## config.mk

```make
export PLATFORM = sky130hd
export DESIGN_NAME = vote_tally_bank
export DESIGN_NICKNAME = d
export VERILOG_FILES = /design/src/rtl/tally_pkg.sv /design/src/rtl/tally_decoder.sv /design/src/rtl/tally_cell.sv /design/src/rtl/tally_readmux.sv /design/src/rtl/vote_tally_bank.sv
export SDC_FILE = /design/constraint.sdc
export NUM_CORES = 1
export LEC_CHECK = 0
export BUFFER_PORTS_ARGS = -buffer_cell sky130_fd_sc_hd__buf_2
export CORE_MARGIN = 4
export CORE_UTILIZATION = 40
export CTS_CLUSTER_SIZE = 20
export DETAILED_ROUTE_END_ITERATION = 10
export PLACE_DENSITY_LB_ADDON = 0.12
export SYNTH_ARGS = -nofsm -noshare
export SYNTH_HDL_FRONTEND = slang
export SYNTH_SLANG_ARGS = --single-unit
```

## constraint.sdc

```tcl
create_clock -name clk_i -period 3.9 [get_ports clk_i]
set_clock_uncertainty 0.2 [all_clocks]
set_input_delay 0.975 -clock clk_i [delete_from_list [all_inputs] [get_ports clk_i]]
set_output_delay 0.975 -clock clk_i [all_outputs]
set_load 0.01 [all_outputs]
```

## src/rtl/tally_pkg.sv

```systemverilog
package tally_pkg;

    // Default geometry of the tally bank.
    localparam int unsigned TALLY_CODE_W = 3;
    localparam int unsigned TALLY_CNT_W  = 32;

    // Number of candidates addressed by a code of the given width.
    function automatic int unsigned cand_count(input int unsigned code_w);
        return 32'd1 << code_w;
    endfunction

endpackage

```

## src/rtl/tally_decoder.sv

```systemverilog
// Turns the candidate code into a one-hot write enable gated by the strobe.
module tally_decoder #(
    parameter int unsigned CODE_W = tally_pkg::TALLY_CODE_W,
    localparam int unsigned N_CAND = tally_pkg::cand_count(CODE_W)
) (
    input  logic              strobe_i,
    input  logic [CODE_W-1:0] code_i,
    output logic [N_CAND-1:0] wen_o
);

    for (genvar g = 0; g < N_CAND; g++) begin : g_line
        assign wen_o[g] = strobe_i && (code_i == CODE_W'(g));
    end

endmodule

```

## src/rtl/tally_cell.sv

```systemverilog
// One candidate's counter: two-process style, synchronous clear, wraps on overflow.
module tally_cell #(
    parameter int unsigned CNT_W = tally_pkg::TALLY_CNT_W
) (
    input  logic             clk_i,
    input  logic             clr_i,
    input  logic             inc_i,
    output logic [CNT_W-1:0] count_o
);

    typedef struct packed {
        logic [CNT_W-1:0] count;
    } cell_state_t;

    localparam logic [CNT_W-1:0] STEP = CNT_W'(1);

    cell_state_t st_d;
    cell_state_t st_q;

    always_comb begin
        st_d = st_q;
        if (clr_i) begin
            st_d.count = '0;
        end else if (inc_i) begin
            st_d.count = st_q.count + STEP;
        end
    end

    always_ff @(posedge clk_i) begin
        st_q <= st_d;
    end

    assign count_o = st_q.count;

endmodule

```

## src/rtl/tally_readmux.sv

```systemverilog
// Chooses one tally of the bank for the display output.
module tally_readmux #(
    parameter int unsigned CODE_W = tally_pkg::TALLY_CODE_W,
    parameter int unsigned CNT_W  = tally_pkg::TALLY_CNT_W,
    localparam int unsigned N_CAND = tally_pkg::cand_count(CODE_W)
) (
    input  logic [N_CAND-1:0][CNT_W-1:0] bank_i,
    input  logic [CODE_W-1:0]            sel_i,
    output logic [CNT_W-1:0]             word_o
);

    always_comb begin
        word_o = bank_i[sel_i];
    end

endmodule

```

## src/rtl/vote_tally_bank.sv

```systemverilog
// Top level: decoder, bank of per-candidate counters, display multiplexer.
module vote_tally_bank #(
    parameter int unsigned CODE_W = tally_pkg::TALLY_CODE_W,
    parameter int unsigned CNT_W  = tally_pkg::TALLY_CNT_W
) (
    input  logic              clk_i,
    input  logic              rst_i,
    input  logic              vote_i,
    input  logic [CODE_W-1:0] cand_i,
    input  logic [CODE_W-1:0] sel_i,
    output logic [CNT_W-1:0]  disp_o
);

    localparam int unsigned N_CAND = tally_pkg::cand_count(CODE_W);

    logic [N_CAND-1:0]            wen;
    logic [N_CAND-1:0][CNT_W-1:0] tally_bank;

    tally_decoder #(.CODE_W(CODE_W)) u_dec (
        .strobe_i (vote_i),
        .code_i   (cand_i),
        .wen_o    (wen)
    );

    for (genvar g = 0; g < N_CAND; g++) begin : g_cell
        tally_cell #(.CNT_W(CNT_W)) u_cell (
            .clk_i   (clk_i),
            .clr_i   (rst_i),
            .inc_i   (wen[g]),
            .count_o (tally_bank[g])
        );
    end

    tally_readmux #(.CODE_W(CODE_W), .CNT_W(CNT_W)) u_mux (
        .bank_i (tally_bank),
        .sel_i  (sel_i),
        .word_o (disp_o)
    );

endmodule

```

==> flow_summary.toml <==
[synthesis]
netlist_instances = 1482
seq_area_frac_synth_pct = 37.9
syn_area_per_cell_um2 = 9.13
synth-edff-count = 0
synthArstFlopShare_pct = 0
syn_nets = 1499
synthFlopType = "dfxtp_1"
synth_seq_cells = 256
yosys_warnings = 0
syn_area_mm2 = 0.0135
synth.distinct_cells = 47

[floorplan]
start_util_pct = 40.4
die_x_um = 192
rows = 67
core_mm2 = 0.0334
die_y_um = 192
die-area_mm2 = 0.0368
io_pins = 41

[critical_path]
path_delay_family = "multiplexers"
worstRegToRegCells = 5
worst_setup_path_start_kind = "input port"
crit_path_top_delay_cell = "mux4_2"
path_class = "in2out"
crit_cells = 5
r2r_slack_ps = 1210
cpPeakStageDelay_ps = 510
arrival_ps = 2370
crit_start = "sel_i[0]"
cp.buffers_inverters = 3
cp-end-kind = "output port"
r2r_start = "g_cell[4].u_cell.count_o[7]"
r2r-end = "g_cell[4].u_cell.count_o[31]"
cp-endpoint = "disp_o[23]"
path_max_fanout = 21
worstPathRequired_ps = 2720
crit_chain = "buf_4 > buf_12 > mux4_2 > mux2_2 > buf_2"

[clock_tree]
holdBufCountCts = 0
clock-root-buffer = "clkbuf_16"
clock_path_buffers = 3
cts.sinks = 256
cts_setup_buffers = 0
cts_buffers = 29
clk_pin_slew_ps = 60
cts.htree.levels = 1
insertion_delay_ps = 550
cts-resized-gates = 0
cts_tree = "built"

[route]
drc = 0
ant_nets = 0
dr_total_vias = 10900
vias_per_cell = 5.52
first_iter_violations = 751
wl_um = 38800
wire_per_inst_um = 19.7
firstDrtPassIters = 7

[job]
cap_violations = 0

[placed_design]
gp_congestion = 0.863
port_buffers = 40
dp_hpwl_um = 29200

[grt]
grt_pass1_wl_um = 61000
grt_max_degree = 160
antenna_found_initial = 1
overflow = 0
grtUsageTotal_pct = 21.2
grt_pass1_vias = 10200

[sta]
hold_violations = 0
slew_headroom_pct = 22.7
period_minus_slack_ps = 3540
slew_violations = 0
tightest_slew_ps = 1160
whs_ps = 305
fin_tns_setup_ps = 0
post-route-period-util_pct = 90.8
max_freq_mhz = 282
setup_viol = 0
rsz0062_at_grt = "no"

[power_and_ir_drop]
ir_worst_vdd_uv = 369
powerDensity_mw_per_mm2 = 360
leakagePower_nw = 5.12

[worst_hold_path]
whs_path_depth = 2
worstHoldPathType = "reg2reg"

[cells_and_area]
drive_gt1_share_pct = 16.1
area_delta_synth_final_pct = 12.5
final_nets = 1522
filler_cell_count = 3213
largest_register_ff_count = 256
utilization_pct = 45.5
antennaDiodeCount = 0

[outcome]
status = "completed"
## worst min path at each step
stage / start / end / slack (ps)
final: g_cell[0].u_cell.count_o[31] / g_cell[0].u_cell.count_o[31] / 300
after global routing: g_cell[0].u_cell.count_o[31] / g_cell[0].u_cell.count_o[31] / 320
after detailed placement: g_cell[0].u_cell.count_o[31] / g_cell[0].u_cell.count_o[31] / 300
after CTS: g_cell[0].u_cell.count_o[31] / g_cell[0].u_cell.count_o[31] / 310
after floorplan: g_cell[4].u_cell.count_o[31] / g_cell[4].u_cell.count_o[31] / 250
after global placement: g_cell[0].u_cell.count_o[31] / g_cell[0].u_cell.count_o[31] / 290
## where the power goes
group / internal [mW] / leakage (nW) / switching, mW
sequential: 2.62 / 2.06 / 0.00675
clock: 1.58 / 0.471 / 1.10
combinational: 0.0670 / 2.59 / 0.110
total: 4.26 / 5.12 / 1.22
## area by class of cell
class                   count  area [um2]  share of cell area (%)
clock inverters            10        78.8                   0.518
clock buffers              42         855                    5.61
multi-input cells        1118        7980                    52.4
inverters                  29         109                   0.715
well taps                 448         561                    3.68
flip-flops and latches    256        5120                    33.7
repair buffers             71         509                    3.35
## layout by cell type (no fill, tap or decap), types with 30 or more instances in the layout
cell type  instances
nand4_1           73
xnor2_1          107
nor2_1           237
nand3_1           67
nor3_1            50
buf_2             37
nand2_1          101
xor2_1            96
mux2_2            37
mux4_2            64
and4_1            34
dfxtp_1          256
nor4_1            30
a21oi_1           38
## cell families after synthesis
logic type	count (synthesis)	synth area share (%)
and+or+nand+nor	725	28.0
adders and majority gates	8	0.740
DFF	256	37.9
AOI/OAI and AO/OA	78	3.17
muxes	104	14.0
buffers and inverters	108	3.09
xor gates and xnor gates	203	13.1
## metal layers
| metal | up-vias | routed length [um] | track usage [%] |
|---|---|---|---|
| met5 | - | 13 | 0 |
| met3 | 69 | 1810 | 2.64 |
| met2 | 284 | 17700 | 33.7 |
| li1 | 5304 | - | - |
| met4 | 2 | 1330 | 6.66 |
| met1 | 5231 | 18000 | 30.0 |
## Yosys cell counts, drive strengths merged (5+ instances only)
cell	n	area, um2
nor4	35	277
a21oi	38	190
nand2	101	379
and3	19	119
or2	9	56.3
a31o	5	43.8
mux4	64	1440
inv	29	109
xnor2	107	937
and4	34	298
nor2b	8	50.1
or4	9	67.6
or3	30	193
nor3	53	280
nand3b	5	37.5
ha	8	100
dfxtp	256	5120
nand4	73	457
xor2	96	841
buf	22	95.1
nor2	238	901
mux2	37	417
o21ai	29	145
nand4b	8	70.1
and2	19	119
clkbuf	57	214
nand2b	5	31.3
nand3	67	335
## tightest hold or removal path: stages, from the launching register on
cell     delay [ps]
dfxtp_1         330
o31ai_1          70
a21oi_1          60
## per-stage QoR
stage	total power, mW	setup WS [ps]	std cells	area [um2]
after global placement	2.86	368	1922	14300
after global routing	5.67	283	1974	15200
after floorplan	2.81	93.0	1482	13500
final	5.48	357	1974	15200
after detailed placement	2.86	356	1922	14300
after CTS	5.55	352	1974	15200
Power figures use the tool's default switching activity.
